<file path="src/rtl/txcfg_pkg.sv">
package txcfg_pkg;

  localparam int unsigned REG_W      = 32;
  // Bit positions software decodes
  localparam int unsigned BIT_RST    = 31;
  localparam int unsigned BIT_JUMBO  = 30;
  localparam int unsigned BIT_FCS    = 29;
  localparam int unsigned BIT_EN     = 28;
  localparam int unsigned BIT_VLAN   = 27;
  localparam int unsigned BIT_HDX    = 26;
  localparam int unsigned BIT_GAPX   = 25;
  localparam int unsigned BIT_INLINE = 22;

  // Bits that never hold state
  localparam logic [REG_W-1:0] RSVD_MASK = 32'h01BF_FFFF;

  // Staged copy: every writable field
  typedef struct packed {
    logic jumbo;
    logic fcs_in;
    logic en;
    logic vlan;
    logic hdx;
    logic gapx;
    logic inline_cmd;
  } txcfg_stage_t;

  // Active copy: fields that steer hardware
  typedef struct packed {
    logic jumbo;
    logic fcs_in;
    logic en;
    logic vlan;
    logic gapx;
  } txcfg_act_t;

  localparam txcfg_stage_t STAGE_DEF = '{jumbo: 1'b0, fcs_in: 1'b0, en: 1'b1,
                                         vlan: 1'b0, hdx: 1'b0, gapx: 1'b0,
                                         inline_cmd: 1'b0};
  localparam txcfg_act_t   ACT_DEF   = '{jumbo: 1'b0, fcs_in: 1'b0, en: 1'b1,
                                         vlan: 1'b0, gapx: 1'b0};

  function automatic txcfg_stage_t word_to_stage(input logic [REG_W-1:0] w);
    txcfg_stage_t s;
    s.jumbo      = w[BIT_JUMBO];
    s.fcs_in     = w[BIT_FCS];
    s.en         = w[BIT_EN];
    s.vlan       = w[BIT_VLAN];
    s.hdx        = w[BIT_HDX];
    s.gapx       = w[BIT_GAPX];
    s.inline_cmd = w[BIT_INLINE];
    return s;
  endfunction

  function automatic logic [REG_W-1:0] stage_to_word(input txcfg_stage_t s);
    logic [REG_W-1:0] w;
    w             = '0;
    w[BIT_JUMBO]  = s.jumbo;
    w[BIT_FCS]    = s.fcs_in;
    w[BIT_EN]     = s.en;
    w[BIT_VLAN]   = s.vlan;
    w[BIT_HDX]    = s.hdx;
    w[BIT_GAPX]   = s.gapx;
    w[BIT_INLINE] = s.inline_cmd;
    return w;
  endfunction

  function automatic txcfg_act_t stage_to_act(input txcfg_stage_t s);
    txcfg_act_t a;
    a.jumbo  = s.jumbo;
    a.fcs_in = s.fcs_in;
    a.en     = s.en;
    a.vlan   = s.vlan;
    a.gapx   = s.gapx;
    return a;
  endfunction

endpackage

</file>
<file path="src/rtl/txcfg_regs.sv">
module txcfg_regs
  import txcfg_pkg::*;
(
  input  logic             clk,
  input  logic             rst_n,
  input  logic             wr_en,
  input  logic [REG_W-1:0] wdata,
  input  logic             rd_en,
  input  logic             frame_active,
  output logic [REG_W-1:0] rdata,
  output txcfg_act_t       active,
  output logic             soft_rst_now,
  output logic             soft_rst_pulse
);

  txcfg_stage_t stage_q;
  txcfg_act_t   active_q;
  logic         pend_q;
  logic         apply_now;
  logic         unused_rsvd;

  // Reserved write bits are dropped
  assign unused_rsvd  = ^(wdata & RSVD_MASK);

  assign soft_rst_now = wr_en && wdata[BIT_RST];
  assign apply_now    = pend_q && !frame_active;

  always_ff @(posedge clk or negedge rst_n) begin
    if (!rst_n) begin
      stage_q        <= STAGE_DEF;
      active_q       <= ACT_DEF;
      pend_q         <= 1'b0;
      soft_rst_pulse <= 1'b0;
      rdata          <= '0;
    end else begin
      soft_rst_pulse <= soft_rst_now;
      if (rd_en) begin
        rdata <= stage_to_word(stage_q);
      end
      if (soft_rst_now) begin
        // Immediate: discard anything pending
        stage_q  <= STAGE_DEF;
        active_q <= ACT_DEF;
        pend_q   <= 1'b0;
      end else begin
        if (apply_now) begin
          active_q <= stage_to_act(stage_q);
        end
        if (wr_en) begin
          stage_q <= word_to_stage(wdata);
          pend_q  <= 1'b1;
        end else if (apply_now) begin
          pend_q  <= 1'b0;
        end
      end
    end
  end

  assign active = active_q;

  // nothing moves the active copy while a frame runs
  assert_hold_in_frame_R2: assert property (@(posedge clk) disable iff (!rst_n)
    (frame_active && !soft_rst_now) |=> $stable(active_q))
    else $error("R2 active config changed mid-frame");

  // pending value lands at the first idle edge
  assert_apply_at_gap_R3: assert property (@(posedge clk) disable iff (!rst_n)
    (pend_q && !frame_active && !soft_rst_now) |=> (active_q == stage_to_act($past(stage_q))))
    else $error("R3 pending config not applied in gap");

  // pulse coincides with restored defaults
  assert_rst_defaults_R5: assert property (@(posedge clk) disable iff (!rst_n)
    soft_rst_pulse |-> (active_q == ACT_DEF && stage_q == STAGE_DEF && !pend_q))
    else $error("R5 defaults not restored with reset pulse");

endmodule

</file>
<file path="src/rtl/txcfg_gap.sv">
module txcfg_gap #(
  parameter int unsigned IFG_W   = 8,
  parameter int unsigned MIN_IFG = 12
) (
  input  logic             clk,
  input  logic             rst_n,
  input  logic             clr,
  input  logic             frame_active,
  input  logic             gap_ext_en,
  input  logic [IFG_W-1:0] ifg_ext,
  input  logic             tx_en,
  output logic             tx_ready
);

  localparam int unsigned MIN_W = $clog2(MIN_IFG + 1);
  localparam int unsigned CNT_W = (IFG_W > MIN_W) ? IFG_W : MIN_W;
  localparam logic [CNT_W-1:0] MIN_C = CNT_W'(MIN_IFG);

  logic [CNT_W-1:0] cnt_q;
  logic [CNT_W-1:0] ext_c;
  logic [CNT_W-1:0] gap_len;

  assign ext_c   = CNT_W'(ifg_ext);
  assign gap_len = (gap_ext_en && ext_c > MIN_C) ? ext_c : MIN_C;

  // Reload during the frame, count idle cycles after it
  always_ff @(posedge clk or negedge rst_n) begin
    if (!rst_n) begin
      cnt_q <= '0;
    end else if (clr) begin
      cnt_q <= '0;
    end else if (frame_active) begin
      cnt_q <= gap_len;
    end else if (cnt_q != '0) begin
      cnt_q <= cnt_q - CNT_W'(1);
    end
  end

  assign tx_ready = (cnt_q == '0) && !frame_active && tx_en;

  // a finished frame always leaves at least the minimum gap
  assert_gap_floor_R8: assert property (@(posedge clk) disable iff (!rst_n)
    (frame_active && !clr) |=> (cnt_q >= MIN_C))
    else $error("R8 gap shorter than minimum");

  // extension is honoured when enabled
  assert_gap_ext_R9: assert property (@(posedge clk) disable iff (!rst_n)
    (frame_active && !clr && gap_ext_en) |=> (cnt_q >= CNT_W'($past(ifg_ext))))
    else $error("R9 gap shorter than extension");

endmodule

</file>
<file path="src/rtl/txcfg_gap_ctrl.sv">
module txcfg_gap_ctrl
  import txcfg_pkg::*;
#(
  parameter int unsigned IFG_W   = 8,
  parameter int unsigned MIN_IFG = 12
) (
  input  logic             clk,
  input  logic             rst_n,
  input  logic             reg_wr,
  input  logic [31:0]      reg_wdata,
  input  logic             reg_rd,
  output logic [31:0]      reg_rdata,
  input  logic             frame_active,
  input  logic [IFG_W-1:0] ifg_ext,
  output logic             cfg_tx_en,
  output logic             cfg_jumbo,
  output logic             cfg_fcs_in,
  output logic             cfg_vlan,
  output logic             tx_rst_pulse,
  output logic             tx_ready
);

  txcfg_act_t act;
  logic       clr_now;

  txcfg_regs u_regs (
    .clk            (clk),
    .rst_n          (rst_n),
    .wr_en          (reg_wr),
    .wdata          (reg_wdata),
    .rd_en          (reg_rd),
    .frame_active   (frame_active),
    .rdata          (reg_rdata),
    .active         (act),
    .soft_rst_now   (clr_now),
    .soft_rst_pulse (tx_rst_pulse)
  );

  txcfg_gap #(
    .IFG_W   (IFG_W),
    .MIN_IFG (MIN_IFG)
  ) u_gap (
    .clk          (clk),
    .rst_n        (rst_n),
    .clr          (clr_now),
    .frame_active (frame_active),
    .gap_ext_en   (act.gapx),
    .ifg_ext      (ifg_ext),
    .tx_en        (act.en),
    .tx_ready     (tx_ready)
  );

  assign cfg_tx_en  = act.en;
  assign cfg_jumbo  = act.jumbo;
  assign cfg_fcs_in = act.fcs_in;
  assign cfg_vlan   = act.vlan;

  // disabled transmitter never grants a start
  assert_disabled_idle_R10: assert property (@(posedge clk) disable iff (!rst_n)
    !cfg_tx_en |-> !tx_ready)
    else $error("R10 ready while disabled");

  // after a soft reset the gap is cleared and enable restored
  assert_rst_ready_R5: assert property (@(posedge clk) disable iff (!rst_n)
    tx_rst_pulse |-> (tx_ready || frame_active))
    else $error("R5 not ready after soft reset");

  // no start permission during a frame
  assert_busy_R11: assert property (@(posedge clk) disable iff (!rst_n)
    $rose(frame_active) |=> (!tx_ready || !frame_active))
    else $error("R11 ready during frame");

endmodule

</file>
<file path="config.mk">
export PLATFORM = sky130hd
export DESIGN_NAME = txcfg_gap_ctrl
export DESIGN_NICKNAME = d
export VERILOG_FILES = /design/src/rtl/txcfg_pkg.sv /design/src/rtl/txcfg_regs.sv /design/src/rtl/txcfg_gap.sv /design/src/rtl/txcfg_gap_ctrl.sv
export SDC_FILE = /design/constraint.sdc
export NUM_CORES = 1
export LEC_CHECK = 0
export ABC_CLOCK_PERIOD_IN_PS = 1600
export BUFFER_PORTS_ARGS = -buffer_cell sky130_fd_sc_hd__buf_2
export CAP_MARGIN = 25
export CORE_MARGIN = 1
export CORE_UTILIZATION = 40
export DETAILED_ROUTE_END_ITERATION = 8
export PLACE_DENSITY = 0.75
export SYNTH_ARGS = -nofsm -noshare
export SYNTH_HDL_FRONTEND = slang
export SYNTH_SLANG_ARGS = --single-unit
</file>
<file path="constraint.sdc">
create_clock -name clk -period 1.6 [get_ports clk]
set_input_delay 0.24 -clock clk [delete_from_list [all_inputs] [get_ports clk]]
set_output_delay 0.24 -clock clk [all_outputs]
set_load 0.005 [all_outputs]
</file>
# == Word-level counts from Yosys, hierarchy flattened ==
# Cells that the tools add are included.
# op_classes
div,0
n_eq_ne,0
reduce_logical,12
multipliers,0
order_cmp,1
n_shift,0
n_mux,11
n_bitwise,0
add_sub_neg,1
# op_table
op,n
$mux W8,4
$mux W7,2
$mux W5,2
$gt A8 B4 Y1 const B,1
$logic_not A8 Y1,1
$reduce_bool A8 Y1,1
$sub A8 B1 Y8 const B,1
$reduce_bool A3 Y1,2
$logic_and A1 B1 Y1,5
$reduce_bool A2 Y1,2
$mux W1,3
$logic_not A1 Y1,1
# totals
mem_bits_ro,0
ramBits,0
ff_bits,29
out_inout_bits,38
latch_bits,0
n_memories,0
elab_cells,41
in_bits,45

# == Logic depth before layout (Yosys ltp) ==
# Gate-level depths: netlist (run 1).
# logic_depth
depth_word,5
ltp_mapped,6
depth_no_buf,6

# == Cells and area by module ==
# A second synthesis (run 1) with hierarchy kept.
# hier_totals
hier_cells,152
hier_area_um2,1577.8
# modules_own_cells
module,cells_each,area_each_um2,seq_area_each_um2,n_inst
txcfg_regs,94,1027.2,528.0,1
txcfg_gap,58,550.5,200.2,1

# == Worst setup path before layout (run 1) ==
# No wires, ideal clock.
# synth_path
path_type,flip-flop to flip-flop
startpoint,reg u_gap.cnt_q[0]
endpoint,reg u_gap.cnt_q[0]
required_time_ns,1.489
n_path_buf,0
path_stages_with_launch,7
arrival_ns,1.349
setup_time_ns,0.111
path_slack_ns,0.139
period_less_slack_ns,1.461
cell_sequence,dfrtp_1 -> inv_1 -> ha_1 -> nor4b_4 -> and2_4 -> nor3_1 -> a2111oi_2
# synth_via
elab_chain_len,4
word_cells_on_any_way,6
classes_between,1 x add/sub; 3 x mux; 2 x reduce/logical
# synth_lines
item,line_no,text
"start, declared",txcfg_gap.sv:19,logic [CNT_W-1:0] cnt_q;
"start signal, assigned",txcfg_gap.sv:33,cnt_q <= gap_len;
"start signal, assigned",txcfg_gap.sv:35,cnt_q <= cnt_q - CNT_W'(1);
$sub A8 B1 Y8,txcfg_gap.sv:35,
$mux W8,txcfg_gap.sv:34,end else if (cnt_q != '0) begin
$mux W8,txcfg_gap.sv:32,end else if (frame_active) begin
$mux W8,txcfg_gap.sv:30,end else if (clr) begin
# Parallel ways exist; a longest one is shown, timed or not. The select of a mux whose other input is x is not followed.
# A chain may end at the register's enable or synchronous reset.

# == Worst setup path in the final report (run 1) ==
# layout_path
startpoint,reg u_gap.cnt_q[0]
endpoint,out tx_ready
# layout_via
elab_chain_len,3
# layout_lines
item,line_no,text
$logic_not A8 Y1,txcfg_gap.sv:39,assign tx_ready = (cnt_q == '0) && !frame_active && tx_en;
$logic_and A1 B1 Y1 (2 in series),txcfg_gap.sv:39,
"end, declared",txcfg_gap_ctrl.sv:20,output logic tx_ready
# No other way between the ends.

==> impl_metrics.toml, run 1 <==
[status]
status = "complete, but fails checks"
violations = "setup timing"

[route]
drtAntennaViolNets = 0
drt-pass1-iter-count = 4
wl_per_cell_um = 12.1
vias = 1134
m1WireLength_mm = 1.27
wl_met2_mm = 1.49
met3RoutedLength_um = 152
vias_per_cell = 4.61
drc = 0
routed_wirelength_mm = 2.99
top_layer_used = "met4"
drtIter0Drc = 37

[logic_synthesis]
synth_most_common_cell = "dfrtp_1"
synth.top_cell.area_share_pct = 42.8
synthTopCellsByCount = "dfrtp_1, buf_4, nand2_1"
yosysWarnings = 0
synth_area_leaders = "dfrtp_1, buf_4, mux2_2, nand2_1, dfstp_2"
synthArstFlopShare_pct = 100
syn_area_mm2 = 0.00158
synth-edff-count = 0
avgSynthCellArea_um2 = 9.99
yosysUniqueCellTypes = 40
synth_seq_cells = 29
syn-instance-count = 158
ys_seq_area_share_pct = 46.1
synth_top_area_cell = "dfrtp_1"
synth_flop_cell = "dfrtp_1"

[global_route]
grt_first_pass_wirelength_mm = 4.80
grt_pass1_vias = 1097
grt_max_degree = 30
antenna_found_initial = 0
track_usage_pct = 15.8
grt.overflow.total = 0

[cts]
htreeDepth = 2
numCtsBuffers = 5
clkLatencyLatePin_ns = 0.28
cts_tree = "built"
clk_path_buf_depth = 2
cts_sinks = 29
ctsRootBufferMaster = "clkbuf_8"
clk_pin_slew_ns = 0.06

[placement]
place_inst = 232
dp_slack_ns = -0.0124
io_buffers = 33
gp_congestion = 0.772
hpwl_mm = 2.15

[sta]
fin_crit_ns = 1.66
slew_headroom_pct = 57.6
clock_skew_ns = 0.00321
max_freq_ghz = 0.604
setup_violations = 1
period_share_pct = 104
tightestPinTransition_ns = 0.636
slew_violations = 0
rsz0062_at_grt = "yes"
setup_ws_ns = -0.0566
hold_violations = 0

[worst_setup_path]
reg2reg_from = "u_gap.cnt_q[0]"
endpoint_kind = "output pin"
crit_path_max_fanout = 3
start_kind = "register"
critPathKind = "reg -> out"
worstPathRequired_ns = 1.36
crit_arrival_ns = 1.42
rrSetupSlack_ns = 0.05
r2r-end = "u_gap.cnt_q[6]"
startpoint = "u_gap.cnt_q[0]"
rr_worst_depth = 7

[final_layout]
drive_gt1_share_pct = 34.8
nNetsFinal = 244
finalNonFillerCells = 246
n_antenna_cell = 0
area_growth_pct = 18.4
num-fill-cells = 374

[power]
total_power_uw = 2030
cellLeakagePower_uw = 0.000951
ir_drop_mv = 0.422
p_per_area_mw_per_mm2 = 1090

[floorplanning]
dieArea_mm2 = 0.00420
die_w_um = 64.8
ios = 83
die_y_um = 64.8
core-area_mm2 = 0.00372
start_util_pct = 42.5
rows = 22

[worst_hold_path]
min_to = "u_regs.stage_q[5]"
hold_start = "reg_wdata[29]"
holdCritPathClass = "in -> reg"
min_path_cells = 3

[job]
drv_cap = 0
==> through the flow <==
step / util [%] / area [µm²] / setup TNS, ns / hold WS, ns
after detailed placement: 45.4 / 1690 / -0.0124 / 0.296
after global routing: 50.3 / 1870 / -0.233 / 0.206
after CTS: 49.8 / 1850 / -0.0615 / 0.192
after floorplan: - / 1670 / 0 / -0.0556
after global placement: 45.4 / 1690 / 0 / 0.290
final: 50.3 / 1870 / -0.0566 / 0.196
==> placed cells by master, fill, tap and decap left out, types with 3 or more instances in the layout <==
cell type  Yosys  layout
mux2_2         7       7
nand2_1       16      16
o211a_1        3       3
buf_2          1      33
clkbuf_8       0       5
inv_1         10       8
buf_4         25       8
dfrtp_1       27      27
xnor2_1        4       4
o21ai_0        3       3
nor2_1        13      13
conb_1         1      25
o22ai_1        5       5
a21oi_1        4       4
==> kinds of logic (layout without fill, tap and decap cells) <==
| kind of cell | count (synthesis) | count (layout) | synth area share [%] |
|---|---|---|---|
| other | 1 | 25 | 0.237 |
| and+or+nand+nor | 45 | 45 | 15.3 |
| adders and majority gates | 2 | 2 | 1.58 |
| DFF | 29 | 29 | 46.1 |
| xor gates and xnor gates | 6 | 6 | 3.33 |
| buffers and inverters | 44 | 60 | 17.0 |
| muxes | 8 | 8 | 5.63 |
| AOI/OAI and AO/OA | 23 | 23 | 10.8 |
==> flip-flops by register name (all words and copies together) (netlist names) <==
register,count
u_gap.cnt_q,8
u_regs.active,5
u_regs.pend_q,1
u_regs.rdata,7
u_regs.soft_rst_pulse,1
u_regs.stage_q,7
==> area by class of cell <==
cell class	count	area, µm²	area share, %
inverter	10	37.5	2.01
tap	48	60.1	3.21
multi-input combinational	109	701	37.5
clock inverter	2	35.0	1.87
timing repair buffer	42	235	12.6
clock buffer	6	72.6	3.88
sequential	29	728	39.0
==> per-layer routing <==
layer / vias up / GRT usage, %
met4: 0 / 10.3
met5: - / 0
li1: 552 / -
met1: 538 / 17.7
met2: 37 / 26.2
met3: 7 / 4.40
==> worst max-delay path by stage <==
stage                endpoint  slack, ns  cells past startpoint
2_1_floorplan  u_gap.cnt_q[0]       0.14                      6
3_3_place_gp   u_gap.cnt_q[6]       0.05                      6
3_5_place_dp   u_gap.cnt_q[6]      -0.01                      6
4_1_cts              tx_ready      -0.06                      5
5_1_grt              tx_ready      -0.12                      5
6_report             tx_ready      -0.06                      5
==> worst max-delay path: stages (launching register included) <==
cell	delay, ns
dfrtp_1	0.39
inv_2	0.10
ha_4	0.13
nor4b_4	0.19
and3_1	0.21
buf_2	0.12
==> repair_timing <==
action	4_1_cts	5_1_grt
setup buffers	4	1
endpoints found under the hold margin	9	0
hold buffers	1	0
gates resized for setup	5	2
pin swaps	2	3
endpoints found under the setup margin	2	6
==> where the power goes <==
group          internal (µW)  leakage (µW)  switching (µW)
clock                    461     0.0000552             278
sequential               819      0.000369            76.1
combinational            208      0.000527             192
total                   1490      0.000951             547
(Power assumes the default switching activity.)
==> inputs of run 2 (changes only) <==
--- a/config.mk
+++ b/config.mk
@@ -14,4 +14,5 @@
 export PLACE_DENSITY = 0.75
 export SYNTH_ARGS = -nofsm -noshare
 export SYNTH_HDL_FRONTEND = slang
+export SYNTH_HIERARCHICAL = 1
 export SYNTH_SLANG_ARGS = --single-unit
==> impl_metrics.toml, run 2 <==
[sta]
period_share_pct = 108
setup_violations = 1
tns_ns = -0.125
rsz0062_at_grt = "yes"
fin_crit_ns = 1.73
max_freq_ghz = 0.580
hold_violations = 0
slew_headroom_pct = 57.5
clock_skew_ns = 0.00804
slew_violations = 0
tightestPinTransition_ns = 0.638
setup_ws_ns = -0.125

[power]
ir_drop_mv = 0.700
total_power_uw = 2130
cellLeakagePower_uw = 0.000959
p_per_area_mw_per_mm2 = 1130

[worst_setup_path]
worstPathRequired_ns = 1.36
start_kind = "register"
slowest_stage = "dfrtp_1"
cp-endpoint = "tx_ready"
startpoint = "u_gap/cnt_q[5]"
endpoint_kind = "output pin"
rr_worst_depth = 6
crit_arrival_ns = 1.49
path_cells = "nor4_4 > and4_4 > and2_4 > buf_6"
r2r-end = "u_gap/cnt_q[6]"
rrSetupSlack_ns = 0.10
crit_path_max_fanout = 2
critPathKind = "reg -> out"
reg2reg_from = "u_gap/cnt_q[5]"
cpPeakStageDelay_ns = 0.41

[route]
wl_per_cell_um = 11.7
vias = 1098
drtAntennaViolNets = 0
drt-pass1-iter-count = 4
vias_per_cell = 4.50
routed_wirelength_mm = 2.85
drtIter0Drc = 50
drc = 0

[logic_synthesis]
synth_seq_cells = 29
synth_area_leaders = "dfrtp_1, buf_4, mux2_2, dfstp_2, inv_1"
synth_flop_cell = "dfrtp_1"
avgSynthCellArea_um2 = 10.4
yosysUniqueCellTypes = 36
synth-edff-count = 0
syn_area_mm2 = 0.00158
synthTopCellsByCount = "buf_4, dfrtp_1, inv_1, nand2_1, nor2_1"
ys_seq_area_share_pct = 46.2
synth_top_area_cell = "dfrtp_1"
synth.top_cell.area_share_pct = 42.8
syn-instance-count = 152
synthArstFlopShare_pct = 100
yosysWarnings = 6

[final_layout]
largest_reg_flops = 8
final_cell_mix = "buf_2, dfrtp_1, conb_1"
fin_util_pct = 50.8
layout_commonest_cell = "buf_2"
n_antenna_cell = 0
reg_top3 = "u_gap/cnt_q: 8 flops, u_regs/rdata: 7 flops, u_regs/stage_q: 7 flops"
final_cell_area_mm2 = 0.00189
drive_gt1_share_pct = 38.3
regMostFlops = "u_gap/cnt_q"
nNetsFinal = 242
area_growth_pct = 19.7

[floorplanning]
core-area_mm2 = 0.00372
die_y_um = 64.8
rows = 22
ios = 83
dieArea_mm2 = 0.00420
die_w_um = 64.8
start_util_pct = 42.5

[worst_hold_path]
holdCritPathClass = "in -> reg"

[placement]
hpwl_mm = 2.00
dpl-instance-area_mm2 = 0.00169
dp_slack_ns = 0.0808
io_buffers = 33
gp_congestion = 0.838

[cts]
clkLatencyLatePin_ns = 0.28
cts_tree = "built"
clk_pin_slew_ns = 0.07
clk_path_buf_depth = 2
cts_sinks = 29
ctsRootBufferMaster = "clkbuf_8"
numCtsBuffers = 5
htreeDepth = 2

[global_route]
grt_first_pass_wirelength_mm = 4.62
track_usage_pct = 15.0
antenna_found_initial = 0
grt_max_degree = 30
grt_pass1_vias = 1027
grt.overflow.total = 0

[status]
status = "complete, but fails checks"
violations = "setup timing"

[job]
drv_cap = 0
run 2: changes by cell type in the layout (fill, tap and decap cells not counted), sizes merged, moves of 3 or more:
cell / previous run / this run
nand2: 16 / 11
mux2i: 1 / 4
nor2: 14 / 9
a211oi: 0 / 6
o211a: 3 / 0
o21ai: 4 / 7
o22ai: 5 / 2
run 2: worst max-delay path, delay by kind of cell, from the launching register on:
kind / cells / cell delay (ns)
buf+inv: 1 / 0.08
flops: 1 / 0.41
simple gates: 3 / 0.72
run 2: what timing repair did:
item	4_1_cts	5_1_grt
gates resized for setup	1	7
endpoints found under the setup margin	1	3
hold buffers	1	0
setup buffers	1	5
hold endpoints to repair	23	0
pin swaps	1	5
run 2: cell type report:
| class | count | area, µm² |
|---|---|---|
| clock inverters | 2 | 37.5 |
| clock buffers | 6 | 82.6 |
| flip-flops and latches | 29 | 728 |
| well taps | 48 | 60.1 |
| repair buffers | 43 | 249 |
| inverters | 11 | 41.3 |
| fillers | 348 | 1830 |
| multi-input cells | 105 | 689 |
run 2: metrics by stage:
stage / instances / hold slack, ns
after detailed placement: 230 / 0.304
final: 244 / 0.154
after global routing: 244 / 0.181
after floorplan: 176 / -0.0556
after global placement: 230 / 0.298
after CTS: 240 / 0.145
run 2: how the worst min path moves through the flow:
stage	depth (start not counted)	end	startpoint
finish	3	u_regs/stage_q[5]	reg_wdata[29]
CTS	3	u_regs/stage_q[5]	reg_wdata[29]
global placement	1	u_gap/cnt_q[7]	rst_n
global route	3	u_regs/stage_q[3]	reg_wdata[27]
floorplan	0	u_gap/cnt_q[0]	rst_n
detailed placement	1	u_gap/cnt_q[5]	rst_n
run 2: kinds of logic after synthesis:
group                    Yosys count  share of synthesized area [%]
adder cells (fa/ha/maj)            2                           1.59
AND/OR/NAND/NOR                   38                           14.2
flip-flops                        29                           46.2
other                              1                          0.238
buffers and inverters             42                           17.1
XOR/XNOR                           6                           3.33
multiplexers                      11                           7.53
AO/OA/AOI/OAI                     23                           9.83
run 2: report_power, final:
group	total, µW	switching [µW]	internal [µW]
registers	895	70.9	824
logic	451	217	234
clock network	787	282	506
run 2: routing by layer:
layer	track usage (%)	wire length (µm)	share of wire [%]
met5	0	0	0
met1	18.1	1280	45
met2	23.0	1330	47
met3	6.69	193	6.8
met4	5.83	44	1.5
